--- src/rtl/dcTagPkg.sv ---
`timescale 1ns/1ps
package dcTagPkg;

  localparam logic CMD_LINE = 1'b0;
  localparam logic CMD_TAGBLK = 1'b1;

  typedef enum logic [3:0] {
    ST_IDLE,
    ST_TC_LOOK,
    ST_TAG_CMD,
    ST_TAG_WAIT,
    ST_DATA_CMD,
    ST_DATA_WAIT,
    ST_MEM_CMD,
    ST_MEM_WAIT,
    ST_FINISH
  } seqState_t;

  // strobes from control to datapath
  typedef struct packed {
    logic latchReq;
    logic fillTc;
    logic installTc;
    logic train;
    logic outcomeHit;
  } dpStrobe_t;

  // status from datapath to control
  typedef struct packed {
    logic predHit;
    logic predHitQ;
    logic tcHit;
    logic tcSetHit;
    logic inlineHit;
  } dpFlags_t;

endpackage

--- src/rtl/dcTagDatapath.sv ---
`timescale 1ns/1ps
module dcTagDatapath
  import dcTagPkg::*;
#(
  parameter int ADDR_W       = 20,
  parameter int SET_W        = 8,
  parameter int TAGS_PER_BLK = 4,
  parameter int TC_ENTRIES   = 8,
  parameter int PRED_ENTRIES = 64,
  localparam int TAG_W       = ADDR_W - SET_W,
  localparam int SLOT_W      = TAG_W + 1,
  localparam int RSP_W       = TAGS_PER_BLK * SLOT_W
) (
  input  logic              clk,
  input  logic              rstN,
  input  logic [ADDR_W-1:0] reqAddr,
  input  dpStrobe_t         strobe,
  input  logic              cmdKind,
  input  logic [RSP_W-1:0]  dcRspData,
  output dpFlags_t          flags,
  output logic [SET_W-1:0]  dcCmdAddr,
  output logic [ADDR_W-1:0] mmCmdAddr
);

  localparam int BSEL_W = $clog2(TAGS_PER_BLK);
  localparam int BLK_W  = SET_W - BSEL_W;
  localparam int TCI_W  = $clog2(TC_ENTRIES);
  localparam int TCT_W  = BLK_W - TCI_W;
  localparam int PIDX_W = $clog2(PRED_ENTRIES);

  // latched request
  logic [ADDR_W-1:0] addrQ;
  logic              predHitQ;

  logic [SET_W-1:0]  setQ;
  logic [TAG_W-1:0]  tagQ;
  logic [BLK_W-1:0]  blkQ;
  logic [BSEL_W-1:0] slotQ;
  logic [TCI_W-1:0]  tcIdx;
  logic [TCT_W-1:0]  tcTagQ;

  assign setQ   = addrQ[SET_W-1:0];
  assign tagQ   = addrQ[ADDR_W-1:SET_W];
  assign blkQ   = setQ[SET_W-1:BSEL_W];
  assign slotQ  = setQ[BSEL_W-1:0];
  assign tcIdx  = blkQ[TCI_W-1:0];
  assign tcTagQ = blkQ[BLK_W-1:TCI_W];

  // hit/miss predictor
  logic [1:0]        predCtr [PRED_ENTRIES];
  logic [PIDX_W-1:0] predIdxIn;
  logic [PIDX_W-1:0] predIdxQ;
  logic [1:0]        ctrCur;
  logic [1:0]        ctrNext;

  assign predIdxIn = reqAddr[PIDX_W-1:0] ^ reqAddr[SET_W +: PIDX_W];
  assign predIdxQ  = addrQ[PIDX_W-1:0] ^ addrQ[SET_W +: PIDX_W];
  assign ctrCur    = predCtr[predIdxQ];

  always_comb begin
    ctrNext = ctrCur;
    if (strobe.outcomeHit) begin
      if (ctrCur != 2'b11) ctrNext = ctrCur + 2'd1;
    end else begin
      if (ctrCur != 2'b00) ctrNext = ctrCur - 2'd1;
    end
  end

  always_ff @(posedge clk or negedge rstN) begin
    if (!rstN) begin
      addrQ    <= '0;
      predHitQ <= 1'b0;
      for (int i = 0; i < PRED_ENTRIES; i++) predCtr[i] <= 2'b01;
    end else begin
      if (strobe.latchReq) begin
        addrQ    <= reqAddr;
        predHitQ <= predCtr[predIdxIn][1];
      end
      if (strobe.train) predCtr[predIdxQ] <= ctrNext;
    end
  end

  // SRAM tag cache of packed tag blocks
  logic              tcValid  [TC_ENTRIES];
  logic [TCT_W-1:0]  tcBlkTag [TC_ENTRIES];
  logic [RSP_W-1:0]  tcSlots  [TC_ENTRIES];
  logic [RSP_W-1:0]  tcLine;
  logic [SLOT_W-1:0] slotOf   [TAGS_PER_BLK];
  logic [SLOT_W-1:0] curSlot;
  logic              tcHit;

  always_ff @(posedge clk or negedge rstN) begin
    if (!rstN) begin
      for (int i = 0; i < TC_ENTRIES; i++) tcValid[i] <= 1'b0;
    end else if (strobe.fillTc) begin
      tcValid[tcIdx] <= 1'b1;
    end
  end

  always_ff @(posedge clk) begin
    if (strobe.fillTc) begin
      tcBlkTag[tcIdx] <= tcTagQ;
      tcSlots[tcIdx]  <= dcRspData;
    end else if (strobe.installTc && tcHit) begin
      for (int s = 0; s < TAGS_PER_BLK; s++) begin
        if (slotQ == BSEL_W'(s)) tcSlots[tcIdx][s*SLOT_W +: SLOT_W] <= {1'b1, tagQ};
      end
    end
  end

  assign tcLine = tcSlots[tcIdx];

  for (genvar g = 0; g < TAGS_PER_BLK; g++) begin : gSlot
    assign slotOf[g] = tcLine[g*SLOT_W +: SLOT_W];
  end

  assign curSlot = slotOf[slotQ];
  assign tcHit   = tcValid[tcIdx] && (tcBlkTag[tcIdx] == tcTagQ);

  // flags to control
  assign flags.predHit   = predCtr[predIdxIn][1];
  assign flags.predHitQ  = predHitQ;
  assign flags.tcHit     = tcHit;
  assign flags.tcSetHit  = curSlot[TAG_W] && (curSlot[TAG_W-1:0] == tagQ);
  assign flags.inlineHit = dcRspData[TAG_W] && (dcRspData[TAG_W-1:0] == tagQ);

  // command addresses
  assign dcCmdAddr = (cmdKind == CMD_TAGBLK) ? {{BSEL_W{1'b0}}, blkQ} : setQ;
  assign mmCmdAddr = addrQ;

endmodule

--- src/rtl/dcTagCtrl.sv ---
`timescale 1ns/1ps
module dcTagCtrl
  import dcTagPkg::*;
(
  input  logic      clk,
  input  logic      rstN,
  input  logic      reqValid,
  input  logic      dcCmdReady,
  input  logic      dcRspValid,
  input  logic      mmCmdReady,
  input  logic      mmRspValid,
  input  dpFlags_t  flags,
  output logic      reqReady,
  output logic      dcCmdValid,
  output logic      dcCmdKind,
  output logic      mmCmdValid,
  output logic      done,
  output logic      hit,
  output logic      miss,
  output logic      donePredHit,
  output dpStrobe_t strobe
);

  seqState_t state, nextState;
  logic      outcomeHitQ, outcomeHitD;

  always_ff @(posedge clk or negedge rstN) begin
    if (!rstN) begin
      state       <= ST_IDLE;
      outcomeHitQ <= 1'b0;
    end else begin
      state       <= nextState;
      outcomeHitQ <= outcomeHitD;
    end
  end

  always_comb begin
    nextState   = state;
    outcomeHitD = outcomeHitQ;
    strobe      = '0;
    case (state)
      ST_IDLE: begin
        if (reqValid) begin
          strobe.latchReq = 1'b1;
          nextState = flags.predHit ? ST_DATA_CMD : ST_TC_LOOK;
        end
      end
      ST_TC_LOOK: begin
        if (!flags.tcHit)       nextState = ST_TAG_CMD;
        else if (flags.tcSetHit) nextState = ST_DATA_CMD;
        else                    nextState = ST_MEM_CMD;
      end
      ST_TAG_CMD:  if (dcCmdReady) nextState = ST_TAG_WAIT;
      ST_TAG_WAIT: begin
        if (dcRspValid) begin
          strobe.fillTc = 1'b1;
          nextState = ST_TC_LOOK;
        end
      end
      ST_DATA_CMD: if (dcCmdReady) nextState = ST_DATA_WAIT;
      ST_DATA_WAIT: begin
        if (dcRspValid) begin
          // predicted-miss path only reaches here on a proven hit
          if (!flags.predHitQ || flags.inlineHit) begin
            outcomeHitD = 1'b1;
            nextState = ST_FINISH;
          end else begin
            nextState = ST_MEM_CMD;
          end
        end
      end
      ST_MEM_CMD:  if (mmCmdReady) nextState = ST_MEM_WAIT;
      ST_MEM_WAIT: begin
        if (mmRspValid) begin
          outcomeHitD = 1'b0;
          nextState = ST_FINISH;
        end
      end
      ST_FINISH: begin
        strobe.train     = 1'b1;
        strobe.installTc = !outcomeHitQ;
        nextState = ST_IDLE;
      end
      default: nextState = ST_IDLE;
    endcase
    strobe.outcomeHit = outcomeHitQ;
  end

  assign reqReady    = (state == ST_IDLE);
  assign dcCmdValid  = (state == ST_TAG_CMD) || (state == ST_DATA_CMD);
  assign dcCmdKind   = (state == ST_TAG_CMD) ? CMD_TAGBLK : CMD_LINE;
  assign mmCmdValid  = (state == ST_MEM_CMD);
  assign done        = (state == ST_FINISH);
  assign hit         = done && outcomeHitQ;
  assign miss        = done && !outcomeHitQ;
  assign donePredHit = done && flags.predHitQ;

endmodule

--- src/rtl/dcTagSeq.sv ---
`timescale 1ns/1ps
module dcTagSeq
  import dcTagPkg::*;
#(
  parameter int ADDR_W       = 20,
  parameter int SET_W        = 8,
  parameter int TAGS_PER_BLK = 4,
  parameter int TC_ENTRIES   = 8,
  parameter int PRED_ENTRIES = 64,
  localparam int RSP_W       = TAGS_PER_BLK * (ADDR_W - SET_W + 1)
) (
  input  logic              clk,
  input  logic              rstN,
  input  logic              reqValid,
  output logic              reqReady,
  input  logic [ADDR_W-1:0] reqAddr,
  output logic              dcCmdValid,
  input  logic              dcCmdReady,
  output logic              dcCmdKind,
  output logic [SET_W-1:0]  dcCmdAddr,
  input  logic              dcRspValid,
  input  logic [RSP_W-1:0]  dcRspData,
  output logic              mmCmdValid,
  input  logic              mmCmdReady,
  output logic [ADDR_W-1:0] mmCmdAddr,
  input  logic              mmRspValid,
  output logic              done,
  output logic              hit,
  output logic              miss,
  output logic              donePredHit
);

  dpStrobe_t strobe;
  dpFlags_t  flags;
  logic      predHitQ;

  assign predHitQ = flags.predHitQ;

  dcTagCtrl uCtrl (
    .clk(clk), .rstN(rstN), .reqValid(reqValid),
    .dcCmdReady(dcCmdReady), .dcRspValid(dcRspValid),
    .mmCmdReady(mmCmdReady), .mmRspValid(mmRspValid),
    .flags(flags), .reqReady(reqReady), .dcCmdValid(dcCmdValid),
    .dcCmdKind(dcCmdKind), .mmCmdValid(mmCmdValid), .done(done),
    .hit(hit), .miss(miss), .donePredHit(donePredHit), .strobe(strobe)
  );

  dcTagDatapath #(
    .ADDR_W(ADDR_W), .SET_W(SET_W), .TAGS_PER_BLK(TAGS_PER_BLK),
    .TC_ENTRIES(TC_ENTRIES), .PRED_ENTRIES(PRED_ENTRIES)
  ) uDp (
    .clk(clk), .rstN(rstN), .reqAddr(reqAddr), .strobe(strobe),
    .cmdKind(dcCmdKind), .dcRspData(dcRspData), .flags(flags),
    .dcCmdAddr(dcCmdAddr), .mmCmdAddr(mmCmdAddr)
  );

endmodule

--- config.mk ---
export PLATFORM = sky130hd
export DESIGN_NAME = dcTagSeq
export DESIGN_NICKNAME = d
export VERILOG_FILES = /design/src/rtl/dcTagPkg.sv /design/src/rtl/dcTagDatapath.sv /design/src/rtl/dcTagCtrl.sv /design/src/rtl/dcTagSeq.sv
export SDC_FILE = /design/constraint.sdc
export NUM_CORES = 1
export LEC_CHECK = 0
export BUFFER_PORTS_ARGS = -buffer_cell sky130_fd_sc_hd__buf_2
export CAP_MARGIN = 20
export CORE_MARGIN = 2
export CORE_UTILIZATION = 40
export DETAILED_ROUTE_END_ITERATION = 8
export PLACE_DENSITY_LB_ADDON = 0.05
export SLEW_MARGIN = 40
export SYNTH_ARGS = -nofsm -noshare
export SYNTH_HDL_FRONTEND = slang
export SYNTH_SLANG_ARGS = --single-unit
--- constraint.sdc ---
create_clock -name clk -period 4.66 [get_ports clk]
set_input_delay 0.699 -clock clk [delete_from_list [all_inputs] [get_ports clk]]
set_output_delay 0.699 -clock clk [all_outputs]
set_load 0.02 [all_outputs]
# --- Yosys cells after proc, flatten, opt, wreduce, memory -nomap -nowiden ---
# Memory sizes are Yosys's and may differ from the RTL's.
# Index checks and enable logic that the tools add are counted.
totals:
  regBits: 162
  ram_bits: 440
  input_bits: 79
  word_cells: 204
  mem_count: 2
op_classes:
  addsub: 2
  order_cmp: 6
  eq_ne: 23
  muxes: 65
  bitwise_logic: 11
  reduce_logical: 19
mem_list:
  columns: ["name", "depth", "word_bits", "read_ports", "rd_clocked_by_memory_dff", "write_ports", "line", "text"]
  rows:
  - ["uDp.tcSlots", 8, 52, 1, 0, 1, "dcTagDatapath.sv:86", "logic [RSP_W-1:0] tcSlots [TC_ENTRIES];"]
  - ["uDp.tcBlkTag", 8, 3, 1, 0, 1, "dcTagDatapath.sv:85", "logic [TCT_W-1:0] tcBlkTag [TC_ENTRIES];"]
op_table:
  columns: ["op", "count"]
  rows:
  - ["128-bit bitwise mux", 1]
  - ["13-bit 2-to-1 mux", 6]
  - ["4-bit 2-to-1 mux", 9]
  - ["4-bit case mux with 8 select lines", 1]
  - ["1-bit 2-to-1 mux", 29]
  - ["13-bit binary-select mux with 2-bit select", 1]
  - ["2-bit binary-select mux with 6-bit select", 2]
  - ["12-bit equality test", 2]
  - ["2-bit 2-to-1 mux", 10]
  - ["4-bit by 3-bit equality test with 1-bit output, second input constant", 4]
  - ["7-bit >= comparator, second input constant", 2]
  - ["2-bit inequality test, second input constant", 7]
  - ["6-bit inverter with 7-bit output", 2]
  - ["2-bit demux with 6-bit select", 1]
  - ["6-bit XOR", 2]
  - ["1-bit logical AND", 9]
  - ["4-bit by 2-bit equality test with 1-bit output, second input constant", 2]
  - ["8-bit 2-to-1 mux", 1]
  - ["8-bit OR", 1]
  - ["7-bit by 1-bit < comparator with 1-bit output, second input constant", 1]
  - ["7-bit AND reduction", 1]
  - ["2-bit equality test, second input constant", 2]
  - ["4-bit by 1-bit equality test with 1-bit output, second input constant", 1]
  - ["4-bit equality test, second input constant", 1]
  - ["other kinds (21)", 28]

# --- Depth between registers and ports, before layout ---
logic_depth:
  ltp_word: 10
  ltp_mapped: 13
  mapped_depth_nobuf: 8

# --- By module ---
# From an unflattened synthesis, not the netlist that was laid out.
hier_totals:
  hier_cells: 1903
  hier_area_um2: 26701.9
modules_own_cells:
  columns: ["module", "n_inst", "cells_each", "area_each_um2", "seq_area_each_um2"]
  rows:
  - ["dcTagDatapath", 1, 1846, 26178.9, 17221.5]
  - ["dcTagCtrl", 1, 57, 523.0, 125.1]

# --- Worst setup path after synthesis ---
# No wires, ideal clock.
synth_path:
  path_kind: "register -> register"
  from: "register uDp.addrQ[2] (netlist: uDp.mmCmdAddr[2])"
  to: "memory uDp.tcSlots[0][13] (netlist bit), enable pin"
  setup_time_ns: 0.387
  arrival_ns: 3.142
  t_required_ns: 4.273
  slack_ns: 1.130
  stages_incl_launch_ff: 13
  path_buffers: 4
  path_cell_list: "dfrtp_1 buf_2 buf_2 buf_2 mux2i_1 o32ai_1 a221oi_1 xor2_1 o211ai_1 nor3_1 nand2_1 buf_2 a21oi_1"
synth_via:
  elab_chain_len: 10
synth_rtl:
  columns: ["item", "line", "text"]
  rows:
  - ["start: declaration", "dcTagDatapath.sv:32", "logic [ADDR_W-1:0] addrQ;"]
  - ["start signal: assignment", "dcTagDatapath.sv:76", "addrQ <= reqAddr;"]
  - ["3-bit inverter with 4-bit output (implied by the code)", "dcTagDatapath.sv:118", "assign tcHit = tcValid[tcIdx] && (tcBlkTag[tcIdx] == tcTagQ);"]
  - ["1-bit binary-select mux with 3-bit select", "dcTagDatapath.sv:118", null]
  - ["1-bit 2-to-1 mux (implied by the code) (2 in a row)", "dcTagDatapath.sv:118", null]
  - ["1-bit logical AND", "dcTagDatapath.sv:118", null]
  - ["1-bit logical AND", "dcTagDatapath.sv:104", "end else if (strobe.installTc && tcHit) begin"]
  - ["1-bit 2-to-1 mux", "dcTagDatapath.sv:104", null]
  - ["1-bit 2-to-1 mux", "dcTagDatapath.sv:101", "if (strobe.fillTc) begin"]
  - ["1-bit 2-to-1 mux (implied by the code)", "dcTagDatapath.sv:106", "if (slotQ == BSEL_W'(s)) tcSlots[tcIdx][s*SLOT_W +: SLOT_W] <= {1'b1, tagQ};"]
  - ["1-bit OR (no line)", null, null]
  - ["end: declaration", "dcTagDatapath.sv:86", null]
# Several ways; a longest one is shown, not always the timed one. The select of a mux whose other input is x is not followed.

# --- Worst setup path after layout ---
layout_path:
  from: "register uDp.addrQ[2] (netlist: uDp.mmCmdAddr[2])"
  to: "register uCtrl.state[1]"
layout_via:
  elab_chain_len: 9
layout_rtl:
  columns: ["item", "line", "text"]
  rows:
  - ["memory read 8 x 52 bit", null, null]
  - ["13-bit binary-select mux with 2-bit select", "dcTagDatapath.sv:117", "assign curSlot = slotOf[slotQ];"]
  - ["13-bit 2-to-1 mux (implied by the code) (2 in a row)", "dcTagDatapath.sv:117", null]
  - ["12-bit equality test", "dcTagDatapath.sv:124", "assign flags.tcSetHit = curSlot[TAG_W] && (curSlot[TAG_W-1:0] == tagQ);"]
  - ["1-bit logical AND", "dcTagDatapath.sv:124", null]
  - ["2-bit 2-to-1 mux", "dcTagCtrl.sv:50", "else if (flags.tcSetHit) nextState = ST_DATA_CMD;"]
  - ["4-bit 2-to-1 mux (*)", "dcTagCtrl.sv:49", "if (!flags.tcHit) nextState = ST_TAG_CMD;"]
  - ["4-bit case mux with 8 select lines (*)", "dcTagCtrl.sv:41", "case (state)"]
  - ["end signal: assignment", "dcTagCtrl.sv:32", "state <= nextState;"]
  - ["end: declaration", "dcTagCtrl.sv:24", "seqState_t state, nextState;"]
# Every way passes the cells marked *; elsewhere a longest branch is shown, timed or not. The select of a mux whose other input is x is not followed.
# A chain may end at the register's enable or synchronous reset.

==> impl.org <==
** Detailed routing
- Number of vias after detailed routing :: about 19000
- Average wire per standard cell :: about 30 µm
- The detailed router finished its first iteration with 1921 violations.
- Dividing the detail-routed via count by the number of cells gives 6.04.
- DRC violation count after routing :: 0
- TritonRoute pass-1 iters :: 7
- For this block, the routed nets add up to 92700 µm of wire.
- Final ANT Viol Nets :: 0

** Timing
- Setup violations remaining at the end of the flow were counted as 0.
- Summed over all failing endpoints, the final setup total negative slack is 0 ns.
- Unrepaired setup endpoints after global routing :: false
- The worst path in the final design needs a cycle of 4.08 ns, including I/O delays and setup.
- Final count of hold timing violations :: 0
- Transition time at the pin with the least slew margin :: 0.784 ns
- Worst hold margin :: ~0.33 ns
- Max-slew headroom :: 0.462
- The total count of max-transition violations in the final report was 0.
- In the finished design, the share of the clock period the worst path needs comes to 0.876.
- Post-route clock skew :: ~0.026 ns
- Max Freq :: 0.245 GHz

** Logic synthesis
- Top-area cell type share of the netlist area :: 0.484
- Sequential share of the synthesized area :: 0.635
- By count the netlist is led by sky130_fd_sc_hd__edfxtp_1 (440), sky130_fd_sc_hd__nand2_1 (219), sky130_fd_sc_hd__nor2_1 (177).
- Gate count of the mapped netlist :: slightly above 2000
- Among all flip-flop cells after synthesis, the most frequent one is sky130_fd_sc_hd__edfxtp_1.
- Synthesized area per cell :: 13.5 µm²
- When the netlist entered floorplanning its net count stood at about 2100.
- Count of distinct cell types in the synthesized netlist :: 79
- In the post-synthesis netlist, the cell with the most instances is sky130_fd_sc_hd__edfxtp_1.
- Yosys mapped a number of flops with a built-in enable equal to 440.
- Counting flops with an async set or reset pin after synthesis yields a share of 0.269.
- Summing every instance area after synthesis gives 27300 µm².
- Top cells by area, synth :: sky130_fd_sc_hd__edfxtp_1 (48%), sky130_fd_sc_hd__dfrtp_1 (9.0%), sky130_fd_sc_hd__dfstp_2 (6.2%)
- Cell taking the most area after synthesis :: sky130_fd_sc_hd__edfxtp_1
- During synthesis, Yosys emitted a total of 0 warnings.
- The synthesized design contains 602 register bits.

** Clocking
- Post-cts repair resize count :: 0
- TritonCTS built the clock tree.
- Once the clock tree was built, the setup fixing pass inserted 0 buffers.
- Total CTS buffers :: between 60 and 70
- Clock tree root driver cell :: sky130_fd_sc_hd__clkbuf_16
- Bufs on Longest Clock Path :: 3
- Worst skew pair latency :: 0.62 ns
- Number of sinks driven by the clock tree :: 602
- In this run, post-CTS hold repair placed 0 buffers.
- The H-tree was split into 3 levels.
- Clock-pin slew reported for the worst setup and hold paths after clock tree synthesis :: approximately 0.06 ns

** Cells and area
- From synthesis to final layout, the design area changed by 15.9%.
- For this run, the post-layout net count is 2250.
- For this run, the share of the core covered by cells in the final layout is 0.470.
- Antenna cell count :: 0
- Of the cells placed in the final design, the portion with a size suffix greater than 1 is 0.278.
- Post-route standard cell area excluding fillers :: roughly 32000 µm²

** Hold path
- Path class of the lowest-slack min-delay path :: in -> reg

** Job
- The tool flagged a number of max-cap violations equal to 0.

** Global routing
- Entering global routing, the biggest net connects 105 pins.
- The first global-routing pass estimated 134000 µm of wire.
- Across every metal layer, demand over resource in global routing totals 0.263.
- After global routing the overflow that remains totals 0.
- The number of global-route vias before repair came to 18708.
- The number of antenna violations at the first check in global routing came to 5.

** Floorplanning
- Core box area :: a little under 70000 µm²
- Row count :: 95
- Die area :: about 70000 µm²
- X dimension of the die :: ~270 µm
- In this run the vertical extent of the chip is 265 µm.
- Initial Utilization :: 0.405
- For this design the top-level I/O count stands at around 120.

** Setup path
- Endpoint class of the critical path :: flop
- Peak per-stage delay on the critical path :: 0.88 ns
- Data on the critical path is required at its endpoint by 5.12 ns.
- In this design, the largest share of critical-path delay is due to simple AND/OR/NAND/NOR gates.
- The critical path goes through buf_12 > and3b_1 > a221o_1 > o21ai_0 > a2111oi_0 > xor2_1 > nor4_1 > a31oi_1.
- Of all nets on the critical path, the largest fanout is 43.
- Slowest library cell on the worst path :: sky130_fd_sc_hd__dfrtp_4
- Together, buffers and inverters on the worst path number 1.
- STA classifies the critical path startpoint as a flop.
- Crit Path Category :: reg -> reg
- WP data arrival :: roughly 4.5 ns

** Place
- Number of port buffers :: 114
- Routability Congestion :: 0.914
- After legalization and detailed placement, the total HPWL measured 61000 µm.
- DP Area :: 29400 µm²

** Power and ir drop
- Total power of the final layout :: 22.2 mW
- Dividing total power by cell area gives a power density of 701 nW/µm².
- Leakage dissipation :: ~11 nW
- Maximum ir drop on the vdd rail :: 885 µV

** Status
- Result of the run :: finished clean
[layout make-up]
type | instances | area [µm²]
Timing Repair Buffer | 230 | 1570
Clock inverter | 33 | 310
Multi-Input combinational cell | 1260 | 9400
Sequential cell | 602 | 17400
Inverter | 8 | 30.0
Tap cell | 873 | 1090
Clock buffer | 89 | 1880
Fill cell | 6059 | 35800
[routing by layer]
| metal | track usage | vias up | share of wire |
|---|---|---|---|
| li1 | - | 8154 | - |
| met1 | 0.354 | 9597 | 0.42 |
| met2 | 0.432 | 799 | 0.48 |
| met3 | 0.0479 | 153 | 0.065 |
| met4 | 0.0886 | 6 | 0.034 |
| met5 | 0 | - | 0.00044 |
[kinds of logic after synthesis]
| family | after synthesis | share of synthesized area |
|---|---|---|
| DFF | 602 | 0.635 |
| and+or+nand+nor | 524 | 0.0841 |
| AOI/OAI and AO/OA | 453 | 0.120 |
| muxes | 240 | 0.120 |
| buffers and inverters | 155 | 0.0261 |
| xor gates and xnor gates | 43 | 0.0154 |
[final timing paths]
path                                  startpoint           endpoint  slack, ns  cells past startpoint
worst max-delay path            uDp.mmCmdAddr[2]     uCtrl.state[1]       0.58                      8
min in group asynchronous                   rstN  uDp.mmCmdAddr[19]       0.56                      2
worst min-delay path                  reqAddr[7]   uDp.mmCmdAddr[7]       0.33                      2
worst min register to register    uDp.tcValid[2]     uDp.tcValid[2]       0.46                      1
max in group asynchronous                   rstN    uDp.predCtr[48]       3.40                      3
worst max register to register  uDp.mmCmdAddr[2]     uCtrl.state[1]       0.58                      8
[flip-flops by register name, summed over array words and instances (netlist names)]
signal             count
uDp.tcSlots          416
uDp.predCtr          128
uDp.tcBlkTag          24
uDp.mmCmdAddr         20
uDp.tcValid            8
uCtrl.state            4
uCtrl.outcomeHitQ      1
uDp.predHitQ           1
[metrics by stage]
stage | instances | worst slack, ns
after floorplan | 2017 | 1.13
after global placement | 2971 | 0.666
after detailed placement | 2971 | 0.699
after CTS | 3093 | 0.661
after global routing | 3095 | 0.436
final | 3095 | 0.579
[power by group]
group          switching (mW)  internal (mW)  leakage [nW]
Sequential              0.600           6.31          5.92
Clock                    2.19           3.13          1.08
Combinational            6.92           3.02          3.98
Total                    9.71           12.5          11.0
[placed cells by master (no fill, tap or decap), drive strengths merged, types with 8 or more instances in the layout]
master,instances
nand3,25
nand2b,9
a31oi,74
nor2b,12
dfrtp,98
xnor2,17
mux2,129
mux2i,55
o211ai,16
o221ai,17
a221o,23
dfstp,64
clkinv,28
mux4,56
o22ai,13
nor2,178
o31ai,66
clkbuf,89
a21oi,71
a22oi,33
a221oi,38
buf,229
or2,10
xor2,26
o21ai,34
nand2,220
inv,8
nor4,9
a22o,9
edfxtp,440
nor3,19
Power figures use the tool's default switching activity.
